### src/rtl/cks_pkg.sv
package cks_pkg;

    // Number of divided taps offered (/2, /4, /8)
    localparam int NUM_TAPS = 3;
    localparam int TAP_IDX_W = $clog2(NUM_TAPS);

    typedef enum logic [1:0] {
        DIV_BY2  = 2'b00,
        DIV_BY4  = 2'b01,
        DIV_BY8  = 2'b10,
        DIV_RSVD = 2'b11
    } div_sel_e;

    typedef struct packed {
        logic     int_sel;
        logic     stop;
        logic     stop_high;
        div_sel_e div;
    } clk_cfg_t;

    localparam clk_cfg_t CFG_RESET = '{
        int_sel:   1'b0,
        stop:      1'b1,
        stop_high: 1'b0,
        div:       DIV_BY2
    };

    // Tap index for a divider code; the reserved code maps to the slowest tap
    function automatic logic [TAP_IDX_W-1:0] tap_index(div_sel_e d);
        case (d)
            DIV_BY2: tap_index = TAP_IDX_W'(0);
            DIV_BY4: tap_index = TAP_IDX_W'(1);
            default: tap_index = TAP_IDX_W'(NUM_TAPS - 1);
        endcase
    endfunction

    // Level a setting presents on the current cycle
    function automatic logic cfg_level(clk_cfg_t c, logic [NUM_TAPS-1:0] taps, logic osc);
        if (c.stop)
            cfg_level = c.stop_high;
        else if (c.int_sel)
            cfg_level = osc;
        else
            cfg_level = taps[tap_index(c.div)];
    endfunction

endpackage

### src/rtl/cks_sync.sv
module cks_sync #(
    parameter int STAGES = 2
) (
    input  logic clk,
    input  logic rst,
    input  logic d_async,
    output logic q_sync
);
    logic [STAGES-1:0] chain_q;

    generate
        if (STAGES == 1) begin : g_single
            always_ff @(posedge clk) begin
                if (rst) chain_q <= '0;
                else     chain_q <= d_async;
            end
        end else begin : g_multi
            always_ff @(posedge clk) begin
                if (rst) chain_q <= '0;
                else     chain_q <= {chain_q[STAGES-2:0], d_async};
            end
        end
    endgenerate

    assign q_sync = chain_q[STAGES-1];
endmodule

### src/rtl/cks_divider.sv
module cks_divider
    import cks_pkg::*;
#(
    parameter int CNT_W = NUM_TAPS
) (
    input  logic                clk,
    input  logic                rst,
    output logic [NUM_TAPS-1:0] taps
);
    logic [CNT_W-1:0] cnt_q;

    always_ff @(posedge clk) begin
        if (rst) cnt_q <= '0;
        else     cnt_q <= cnt_q + CNT_W'(1);
    end

    // Bit k of a free-running counter has a period of 2^(k+1) cycles
    generate
        for (genvar k = 0; k < NUM_TAPS; k++) begin : g_tap
            assign taps[k] = cnt_q[k];
        end
    endgenerate
endmodule

### src/rtl/cks_cfg_reg.sv
module cks_cfg_reg
    import cks_pkg::*;
(
    input  logic     clk,
    input  logic     rst,
    input  logic     wr,
    input  clk_cfg_t wr_cfg,
    output clk_cfg_t pend_q
);
    clk_cfg_t pend_d;

    // A start/stop write may not move the divider code
    always_comb begin
        pend_d = pend_q;
        if (wr) begin
            pend_d = wr_cfg;
            if (wr_cfg.stop != pend_q.stop)
                pend_d.div = pend_q.div;
        end
    end

    always_ff @(posedge clk) begin
        if (rst) pend_q <= CFG_RESET;
        else     pend_q <= pend_d;
    end
endmodule

### src/rtl/cks_switch.sv
module cks_switch
    import cks_pkg::*;
(
    input  logic                clk,
    input  logic                rst,
    input  clk_cfg_t            pend,
    input  logic [NUM_TAPS-1:0] taps,
    input  logic                osc_s,
    output clk_cfg_t            act_q,
    output logic                clk_q
);
    logic lvl_act;
    logic lvl_pend;
    logic take;

    always_comb begin
        lvl_act  = cfg_level(act_q, taps, osc_s);
        lvl_pend = cfg_level(pend, taps, osc_s);
        // Running switches wait for matching levels; stop-to-stop is a single step
        take     = (pend != act_q) &&
                   ((lvl_pend == clk_q) || (act_q.stop && pend.stop));
    end

    always_ff @(posedge clk) begin
        if (rst) begin
            act_q <= CFG_RESET;
            clk_q <= 1'b0;
        end else if (take) begin
            act_q <= pend;
            clk_q <= lvl_pend;
        end else begin
            clk_q <= lvl_act;
        end
    end
endmodule

### src/rtl/card_clk_sel.sv
module card_clk_sel
    import cks_pkg::*;
#(
    parameter int SYNC_STAGES = 2
) (
    input  logic       clk_xtal,
    input  logic       rst,
    input  logic       clk_int,
    input  logic       cfg_wr,
    input  logic [1:0] cfg_div,
    input  logic       cfg_stop,
    input  logic       cfg_stop_high,
    input  logic       cfg_int_sel,
    output logic       card_clk,
    output logic       sw_done
);
    clk_cfg_t            wr_cfg;
    clk_cfg_t            pend_cfg;
    clk_cfg_t            act_cfg;
    logic [NUM_TAPS-1:0] taps;
    logic                osc_s;

    always_comb begin
        wr_cfg.int_sel   = cfg_int_sel;
        wr_cfg.stop      = cfg_stop;
        wr_cfg.stop_high = cfg_stop_high;
        wr_cfg.div       = div_sel_e'(cfg_div);
    end

    cks_sync #(.STAGES(SYNC_STAGES)) u_sync (
        .clk     (clk_xtal),
        .rst     (rst),
        .d_async (clk_int),
        .q_sync  (osc_s)
    );

    cks_divider #(.CNT_W(NUM_TAPS)) u_div (
        .clk  (clk_xtal),
        .rst  (rst),
        .taps (taps)
    );

    cks_cfg_reg u_cfg (
        .clk    (clk_xtal),
        .rst    (rst),
        .wr     (cfg_wr),
        .wr_cfg (wr_cfg),
        .pend_q (pend_cfg)
    );

    cks_switch u_sw (
        .clk   (clk_xtal),
        .rst   (rst),
        .pend  (pend_cfg),
        .taps  (taps),
        .osc_s (osc_s),
        .act_q (act_cfg),
        .clk_q (card_clk)
    );

    assign sw_done = (act_cfg == pend_cfg);
endmodule

### config.mk
export PLATFORM = sky130hd
export DESIGN_NAME = card_clk_sel
export DESIGN_NICKNAME = d
export VERILOG_FILES = /design/src/rtl/cks_pkg.sv /design/src/rtl/cks_sync.sv /design/src/rtl/cks_divider.sv /design/src/rtl/cks_cfg_reg.sv /design/src/rtl/cks_switch.sv /design/src/rtl/card_clk_sel.sv
export SDC_FILE = /design/constraint.sdc
export NUM_CORES = 1
export LEC_CHECK = 0
export ABC_AREA = 1
export BUFFER_PORTS_ARGS = -buffer_cell sky130_fd_sc_hd__buf_2
export CORE_MARGIN = 10
export CORE_UTILIZATION = 30
export DETAILED_ROUTE_END_ITERATION = 16
export PLACE_DENSITY = 0.55
export SYNTH_ARGS = -nofsm -noshare
export SYNTH_HDL_FRONTEND = slang
export SYNTH_SLANG_ARGS = --single-unit
### constraint.sdc
create_clock -name clk_xtal -period 1.5 [get_ports clk_xtal]
set_input_delay 0.15 -clock clk_xtal [delete_from_list [all_inputs] [get_ports clk_xtal]]
set_output_delay 0.15 -clock clk_xtal [all_outputs]
set_load 0.01 [all_outputs]
==> results_dict.tcl, run 1 <==
set metrics [dict create \
    worstPathCellList "inv_2, nand2_1, o21ai_1, nor3_2, nand3_1, buf_6, inv_2, buf_6" \
    cp.required_ps 1350 \
    r2r-start "u_cfg.pend_q[1]$_SDFFE_PP0P_" \
    critPathBufInv 4 \
    io_pins 11 \
    vias 738 \
    power.density_mw_per_mm2 1570 \
    rsz0062_at_grt "yes" \
    final_cell_count_no_fill 156 \
    routabilityCongestion 0.787 \
    switchingPower_w 0.000608 \
    r2r-end "u_sw.clk_q$_SDFF_PP0_" \
    synth-seq-cells 16 \
    cts_max_level 1 \
    status "finished with violations" \
    grt_pass1_vias 720 \
    critical_path.max_fanout 3 \
    synth-async-reset-ratio 0 \
    routed_wirelength_um 1800 \
    viasPerCell 4.73 \
    cpPeakStageDelay_ps 340 \
    area_delta_synth_final_pct 30.5 \
    cts_buffer_depth 2 \
    fin_skew_ps 0.457 \
    syn_area_um2 759 \
    io_buffers 10 \
    worstSetupPathType "flop to primary output" \
    cts-buffers-inserted 3 \
    yosys_warnings 0 \
    tns_ps -2.27 \
    firstDrtPassIters 4 \
    tightestPinTransition_ps 366 \
    power_w 0.00156 \
    insertion_delay_ps 280 \
    max_slew_margin 0.753 \
    yosysSeqAreaShare 0.422 \
    start_util 0.309 \
    num-nets-final 139 \
    period_needed_ps 1500 \
    setup_slack_ps -2.27 \
    synthMuxAreaShare 0 \
    whs_ps 65.5 \
    maxCapViolCount 0 \
    synth_edf_count 0 \
    sequentialPowerShare 0.395 \
    crit_family "simple AND/OR/NAND/NOR gates" \
    synth_xor_area_frac 0.0231 \
    synth.area.top_cells "dfxtp_1 (42%), nand2_1 (9.9%), a21oi_1 (8.6%)" \
    synth-simple-area-share 0.265 \
    routedWlPerCell_um 11.5 \
    violations "setup timing" \
    drt_iter0_drc 23 \
    antenna_found_initial 0 \
    p_leak_nw 0.460 \
    arrival_ps 1350 \
    synth-compound-area-share 0.158 \
    whs_path_depth 3 \
    core_mm2 0.00245 \
    place_area_um2 851 \
    synth_ff_type "dfxtp_1" \
    synth_cells 107 \
    hpwl_um 1270 \
    r2r_slack_ps 70 \
    rows 18 \
    sw_frac_of_total 0.391 \
    die_w_um 70.3 \
    ys_types 16 \
    synth_largest_area_cell "dfxtp_1" \
    combPwrFrac 0.462 \
    grt_pass1_wl_um 2930 \
    fillers 250 \
    yosys-top-cells-count "nand2_1 (20), dfxtp_1 (16), inv_1 (14)" \
    internal_power_w 0.000949 \
    synth_top_family_by_area "simple AND/OR/NAND/NOR gates" \
    hold_violations 0 \
    worst_hold_startpoint "clk_int" \
    grt_max_degree 11 \
    p_clk_frac 0.144 \
    avgSynthCellArea_um2 7.10 \
    irDropWorstVdd_uv 803 \
    synth_nets 118 \
    place_inst 148 \
    overflow 0 \
    n_antenna_cell 0 \
    max_freq_mhz 666 \
    holdCritPathClass "primary input to flop" \
    drc 0 \
    rr_worst_depth 10 \
    ant_nets 0 \
    slew_violations 0 \
    die_y_um 70.3 \
    final_area_um2 991 \
    clk_pin_slew_ps 90 \
    clkSinkCount 16 \
    endpoint_kind "primary output" \
    die_area_mm2 0.00494 \
    worstSetupStartpointType "flop" \
    cts-root-buf "clkbuf_4" \
    setup_viol 1 \
    grt_util_all_layers 0.0715 \
    synth_top_area_frac 0.422 \
    drive_gt1_frac 0.333 \
    synthAdderAreaFrac 0.0329 \
    whs_endpoint "u_sync.chain_q[0]$_SDFF_PP0_" \
    fin_crit_sh 1.00 \
    crit_path_top_delay_cell "dfxtp_2" \
    cts_tree "built" \
    yosysMostFrequentCell "nand2_1" \
]
## registers in the layout (all words and copies together) (netlist names)
name            flops
u_div.taps          3
u_cfg.pend_q        5
u_sw.act_q          5
u_sync.chain_q      2
u_sw.clk_q          1
## final cells by class
class,instances,area (um^2),share of cell area
Sequential cell,16,330,0.333
Inverter,17,63.8,0.0644
Clock buffer,3,22.5,0.0227
Multi-Input combinational cell,74,432,0.436
Timing Repair Buffer,16,105,0.106
Tap cell,30,37.5,0.0379
## cells in the final DEF, fill, tap and decap left out, drive strengths merged
cell type,n
nor2,13
ha,2
nor3,2
a21oi,13
nand2,20
inv,16
dfxtp,16
buf,16
o21ai,8
nand3,12
clkbuf,3
o211ai,2
clkinv,1
xnor2,2
## power by group through the flow
| stage | clock network [W] | logic [W] | registers, W |
|---|---|---|---|
| detailed placement | 0 | 0.000525 | 0.000598 |
| floorplan | 0 | 0.000415 | 0.000584 |
| global route | 0.000256 | 0.000805 | 0.000624 |
| global placement | 0 | 0.000514 | 0.000594 |
| CTS | 0.000232 | 0.000621 | 0.000603 |
| finish | 0.000224 | 0.000719 | 0.000615 |
## worst reg2reg max path, delay by kind of cell, from the launching register on
family / cells / cell delay [ps]
AO/OA/AOI/OAI: 3 / 270
buffers and inverters: 3 / 340
flip-flops: 1 / 340
AND/OR/NAND/NOR: 4 / 430
## cell families after synthesis
logic type	count (synthesis)
flops	16
compound gates	23
xor+xnor	2
simple gates	46
fa+ha+maj	2
buf+inv	18
## per-layer routing
metal,part of all wire,track usage,vias to the layer above
met2,0.48,0.110,20
met4,0.0072,0.0395,0
met3,0.050,0.0240,2
li1,-,-,387
met5,0,0,-
met1,0.46,0.0844,329
## worst max-delay path by stage
stage / start / to / slack, ps / cells past startpoint
global placement: u_cfg.pend_q[3]$_SDFFE_PP1P_ / sw_done / 110 / 6
global route: u_cfg.pend_q[1]$_SDFFE_PP0P_ / sw_done / -70 / 8
CTS: u_sw.act_q[3]$_SDFFE_PP1P_ / sw_done / -40 / 6
floorplan: u_cfg.pend_q[3]$_SDFFE_PP1P_ / u_sw.act_q[0]$_SDFFE_PP0P_ / 150 / 6
detailed placement: u_cfg.pend_q[3]$_SDFFE_PP1P_ / u_sw.clk_q$_SDFF_PP0_ / 60 / 7
finish: u_cfg.pend_q[1]$_SDFFE_PP0P_ / sw_done / -2 / 8
## metrics by stage
stage / worst slack, ps / utilization
after global routing: -72.9 / 0.404
after floorplan: 153 / -
after CTS: -41.0 / 0.379
final: -2.27 / 0.404
after global placement: 114 / 0.347
after detailed placement: 61.7 / 0.347
## repair_timing
item                       4_1_cts  5_1_grt
gates resized for setup         12       11
setup endpoints to repair        1        7
hold buffers                     0        0
gates cloned                     0        1
pin swaps                        4        2
buffers inserted                 3        1
hold endpoints to repair         0        0
Note: power is estimated with default switching activity, not from simulation.
==> inputs of run 2 (changes only) <==
ABC_AREA = not set   (was 1)
CORE_MARGIN = not set   (was 10)
SETUP_SLACK_MARGIN = 0.3   (was not set)
==> run 2 against run 1 <==
The flow still finishes with violations (setup timing). Clock power rose by 34%. Sequential cell count did not move. First-iteration DRC count fell by 39%. Critical endpoint is now u_sw.act_q[2]$_SDFFE_PP0P_.
==> results_dict.tcl, run 2 <==
set metrics [dict create \
    status "finished with violations" \
    violations "setup timing" \
    routed_wirelength_um 1640 \
    final_util 0.451 \
    synth_top_area_frac 0.409 \
    area_delta_synth_final_pct 42.7 \
    yosys-top-cells-count "dfxtp_1 (16), nor2_1 (11), mux2i_1 (10)" \
    period_needed_ps 1670 \
    drc 0 \
    insertion_delay_ps 300 \
    start_util 0.316 \
    arrival_ps 1900 \
    clkSinkCount 16 \
    syn_area_um2 783 \
    grt_pass1_wl_um 2530 \
    whs_ps 70.0 \
    synth_edf_count 0 \
    fin_skew_ps 11.5 \
    ant_nets 0 \
    drt_iter0_drc 14 \
    holdCritPathClass "primary input to flop" \
    crit_family "simple AND/OR/NAND/NOR gates" \
    die_area_mm2 0.00282 \
    ys_types 24 \
    p_clk_frac 0.263 \
    fin_crit_sh 1.12 \
    routedWlPerCell_um 11.6 \
    power_w 0.00114 \
    antenna_found_initial 0 \
    worst_hold_startpoint "clk_int" \
    synth_ff_type "dfxtp_1" \
    endpoint_kind "flop" \
    grt_util_all_layers 0.130 \
    rsz0062_at_grt "yes" \
    synth-async-reset-ratio 0 \
    hpwl_um 1240 \
    switchingPower_w 0.000331 \
    yosysMostFrequentCell "dfxtp_1" \
    viasPerCell 4.72 \
    max_slew_margin 0.789 \
    avgSynthCellArea_um2 9.44 \
    cts-root-buf "clkbuf_4" \
    synth_cells 83 \
    max_freq_mhz 598 \
    overflow 0 \
    io_pins 11 \
    synth.area.top_cells "dfxtp_1 (41%), mux2i_1 (13%), nand2b_1 (5.6%)" \
    grt_pass1_vias 566 \
    maxCapViolCount 0 \
    tns_ps -977 \
    cts_max_level 1 \
    power.density_mw_per_mm2 1020 \
    cpPeakStageDelay_ps 360 \
    synth_nets 94 \
    die_w_um 53.1 \
    tightestPinTransition_ps 316 \
    worstSetupPathType "flop to flop" \
    grt_max_degree 15 \
    synth_largest_area_cell "dfxtp_1" \
    irDropWorstVdd_uv 742 \
    r2r-start "u_sw.act_q[3]$_SDFFE_PP1P_" \
    yosys_warnings 0 \
    setup_slack_ps -173 \
    combPwrFrac 0.313 \
    timing.critical_path.from "u_sw.act_q[3]$_SDFFE_PP1P_" \
    internal_power_w 0.000814 \
    fillers 241 \
    crit_top_cell "buf_6" \
    setup_viol 7 \
    crit_path_top_delay_cell "dfxtp_2" \
    vias 666 \
    slew_violations 0 \
    n_antenna_cell 0 \
    yosysSeqAreaShare 0.409 \
    num-nets-final 123 \
    sw_frac_of_total 0.289 \
    worstPathCellList "ha_4, a21oi_2, and4b_2, buf_6, nor3_4, buf_6, mux2i_1" \
    rows 18 \
    cts_buffer_depth 2 \
    io_buffers 10 \
    firstDrtPassIters 6 \
    hold_violations 0 \
    drive_gt1_frac 0.459 \
    clk_pin_slew_ps 110 \
    cts_tree "built" \
    critPathBufInv 2 \
    sequentialPowerShare 0.424 \
    p_leak_nw 0.470 \
    routabilityCongestion 0.808 \
    core_mm2 0.00248 \
    cts-buffers-inserted 3 \
    synth-seq-cells 16 \
    final_cell_mix "nor2_1 (11), buf_4 (11), dfxtp_1 (10)" \
    critical_path.max_fanout 3 \
    cp.required_ps 1730 \
    die_y_um 53.1 \
    worstSetupStartpointType "flop" \
    postCtsHoldBufs 0 \
]
## run 2: changes by cell type after synthesis, sizes merged, moves of 4 or more
cell / delta
nand2b: +7
nand2: -15
nor2b: +4
a21oi: -10
o21ai: -7
mux2i: +10
inv: -11
nand3: -11
## run 2: metrics by stage
stage          cells  cell area (um^2)  setup WS (ps)
2_1_floorplan     83               792           -111
3_3_place_gp     134               970          -68.6
3_5_place_dp     134               970          -94.8
4_1_cts          139              1050           -140
5_1_grt          141              1120           -241
6_report         141              1120           -173
## run 2: worst paths after layout
| check | end | slack, ps | cells after the start |
|---|---|---|---|
| max | u_sw.act_q[2]$_SDFFE_PP0P_ | -170 | 7 |
| min | u_sync.chain_q[0]$_SDFF_PP0_ | 70 | 2 |
| max reg2reg | u_sw.act_q[2]$_SDFFE_PP0P_ | -170 | 7 |
| min reg2reg | u_sync.chain_q[1]$_SDFF_PP0_ | 450 | 1 |
## run 2: area by class of cell
class | instances | area, um^2 | area share
Multi-Input combinational cell | 60 | 499 | 0.447
Sequential cell | 16 | 330 | 0.296
Timing Repair Buffer | 26 | 195 | 0.175
Tap cell | 30 | 37.5 | 0.0336
Clock buffer | 4 | 36.3 | 0.0325
Inverter | 5 | 18.8 | 0.0168
## run 2: kinds of logic after synthesis
kind of cell,count (synthesis),synth area share
flip-flops,16,0.409
adder cells (fa/ha/maj),2,0.0319
AND/OR/NAND/NOR,33,0.236
buffers and inverters,7,0.0336
XOR/XNOR,3,0.0336
AO/OA/AOI/OAI,11,0.109
multiplexers,11,0.147
## run 2: power groups by stage
stage,registers [W],logic (W),clock network (W)
final,0.000486,0.000358,0.000301
after global placement,0.000492,0.000268,0
after CTS,0.000487,0.000311,0.000314
after global routing,0.000490,0.000389,0.000326
after floorplan,0.000493,0.000156,0
after detailed placement,0.000493,0.000273,0
## run 2: repair_timing
item,4_1_cts,5_1_grt
pin swaps,2,5
buffers inserted,1,2
endpoints found under the setup margin,7,7
resized for setup,10,12
cloned,0,0
## run 2: worst reg2reg max path, cell delays in order (launching register included)
cell and delay (ps):
dfxtp_2 360, ha_4 260, a21oi_2 30, and4b_2 220, buf_6 130, nor3_4 240
buf_6 160, mux2i_1 210
## run 2: per-layer routing
| layer | share of wire | routed length, um | track usage |
|---|---|---|---|
| met4 | 0.011 | 18 | 0.0263 |
| met5 | 0 | 0 | 0 |
| met2 | 0.45 | 733 | 0.181 |
| met3 | 0.038 | 62 | 0.0603 |
| met1 | 0.50 | 828 | 0.181 |
==> inputs of run 3 (changes only) <==
PLACE_DENSITY = not set   (was 0.55)
==> run 3 against run 2 <==
The run still ends with setup timing left. Die area stayed put. Fmax increased by 1.5%. Wire length decreased by 3.9%. Sequential share of layout area is 1.3 points higher. Clock power decreased by 27%. Hold slack better by 11 ps. Worst setup slack gained 26 ps. Non-clock buffer count grew 1. Combinational power decreased by 7.0%. Global-route usage up 0.17 points. Sequential power is essentially flat. Cell area fell by 3.0%. Critical path type unchanged. Largest cell class unchanged. Highest routed layer is now met3.
==> results_dict.tcl, run 3 (synthesis results as in run 2) <==
set metrics [dict create \
    status "finished with violations" \
    max_slew_margin 0.787 \
    routabilityCongestion 0.799 \
    n_antenna_cell 0 \
    critical_path.max_fanout 4 \
    endpoint_kind "flop" \
    die_w_um 53.1 \
    area_delta_synth_final_pct 38.3 \
    grt_util_all_layers 0.132 \
    violations "setup timing" \
    setup_viol 7 \
    final_util 0.437 \
    start_util 0.316 \
    io_buffers 10 \
    firstDrtPassIters 4 \
    r2r_slack_ps -150 \
    r2r-start "u_cfg.pend_q[3]$_SDFFE_PP1P_" \
    grt_max_degree 14 \
    overflow 0 \
    crit_path_top_delay_cell "dfxtp_4" \
    p_leak_nw 0.463 \
    rows 18 \
    rr_worst_depth 6 \
    final_cell_count_no_fill 141 \
    r2r-end "u_sw.clk_q$_SDFF_PP0_" \
    maxCapViolCount 0 \
    worstPathCellList "ha_4, a21oi_2, and4b_2, buf_6, nor3_4, mux2_4" \
    die_y_um 53.1 \
    cts_max_level 1 \
    tns_ps -822 \
    final_area_mm2 0.00108 \
    routedWlPerCell_um 11.2 \
    setup_slack_ps -148 \
    viasPerCell 4.84 \
    place_inst 134 \
    cts_tree "built" \
    power_w 0.00104 \
    hold_violations 0 \
    grt_pass1_vias 633 \
    drive_gt1_frac 0.405 \
    clk_pin_slew_ps 90 \
    whs_endpoint "u_sync.chain_q[0]$_SDFF_PP0_" \
    fin_skew_ps 1.17 \
    irDropWorstVdd_uv 507 \
    antenna_found_initial 0 \
    die_area_mm2 0.00282 \
    period_needed_ps 1650 \
    io_pins 11 \
    worstSetupStartpointType "flop" \
    layout.cells.most_common "buf_4" \
    cts-buffers-inserted 3 \
    cpPeakStageDelay_ps 370 \
    drc 0 \
    holdCritPathClass "primary input to flop" \
    rsz0062_at_grt "yes" \
    grt_pass1_wl_um 2690 \
    ant_nets 0 \
    arrival_ps 1820 \
    place_area_um2 970 \
    hpwl_um 1240 \
    postCtsHoldBufs 0 \
    insertion_delay_ps 280 \
    num-nets-final 124 \
    routed_wirelength_um 1580 \
    cts-root-buf "clkbuf_4" \
    core_mm2 0.00248 \
    slew_violations 0 \
    max_freq_mhz 607 \
    worst_hold_startpoint "clk_int" \
    cts_buffer_depth 2 \
    fin_crit_sh 1.10 \
    worstSetupPathType "flop to flop" \
    final_cell_mix "buf_4 (12), nor2_1 (11), dfxtp_1 (11)" \
    vias 683 \
    whs_path_depth 2 \
    clkSinkCount 16 \
    cp.required_ps 1670 \
    drt_iter0_drc 7 \
    tightestPinTransition_ps 320 \
    power.density_mw_per_mm2 955 \
]
==> run 3: cell count changes in the layout (fill, tap and decap cells not counted), moves of 2 or more <==
cell     previous run  this run
inv_2               3         1
o31ai_4             2         0
dfxtp_2             5         2
o31ai_2             0         2
or4_4               2         0
dfxtp_4             1         3
inv_1               2         4
or4_1               0         2
==> run 3: area by class of cell <==
class | instances | area, um^2
Clock buffer | 3 | 22.5
Fill cell | 262 | 1390
Inverter | 5 | 18.8
Multi-Input combinational cell | 60 | 468
Sequential cell | 16 | 334
Tap cell | 30 | 37.5
Timing Repair Buffer | 27 | 203
==> run 3: timing repair <==
| item | 4_1_cts | 5_1_grt |
|---|---|---|
| resized for setup | 7 | 9 |
| buffers inserted | 1 | 3 |
| setup endpoints to repair | 7 | 7 |
| cloned | 0 | 0 |
| pin swaps | 3 | 3 |
==> run 3: per-layer routing <==
layer,wire (um),GRT usage,vias up
li1,-,-,343
met4,0,0.0395,0
met2,777,0.217,17
met5,0,0,-
met3,77,0.0345,0
met1,723,0.167,323
==> run 3: worst max-delay path: cells and delay by family, from the launching register on <==
kind / cells / cell delay [ps]
DFF: 1 / 370
and+or+nand+nor: 2 / 440
AOI/OAI and AO/OA: 1 / 30
adders and majority gates: 1 / 260
muxes: 1 / 320
buffers and inverters: 1 / 130
==> run 3: where the power goes <==
part	switching [W]	internal (W)	total, W
clock	0.000126	0.0000929	0.000219
sequential	0.0000279	0.000455	0.000483
combinational	0.000135	0.000197	0.000333
total	0.000290	0.000746	0.00104
==> run 3: how the worst max path moves through the flow <==
stage	start	endpoint	slack (ps)	cells after the start
after floorplan	u_cfg.pend_q[0]$_SDFFE_PP0P_	u_sw.clk_q$_SDFF_PP0_	-110	5
after global placement	u_cfg.pend_q[4]$_SDFFE_PP0P_	u_sw.act_q[0]$_SDFFE_PP0P_	-60	5
after detailed placement	u_cfg.pend_q[0]$_SDFFE_PP0P_	u_sw.act_q[4]$_SDFFE_PP0P_	-150	6
after CTS	u_cfg.pend_q[1]$_SDFFE_PP0P_	sw_done	-160	5
after global routing	u_cfg.pend_q[4]$_SDFFE_PP0P_	sw_done	-230	5
final	u_cfg.pend_q[3]$_SDFFE_PP1P_	u_sw.clk_q$_SDFF_PP0_	-150	6
==> run 3: stage by stage <==
step | setup slack, ps | hold WS [ps]
floorplan | -111 | 268
global placement | -59.1 | 366
detailed placement | -152 | 376
CTS | -162 | 82.7
global route | -232 | 86.0
finish | -148 | 81.4
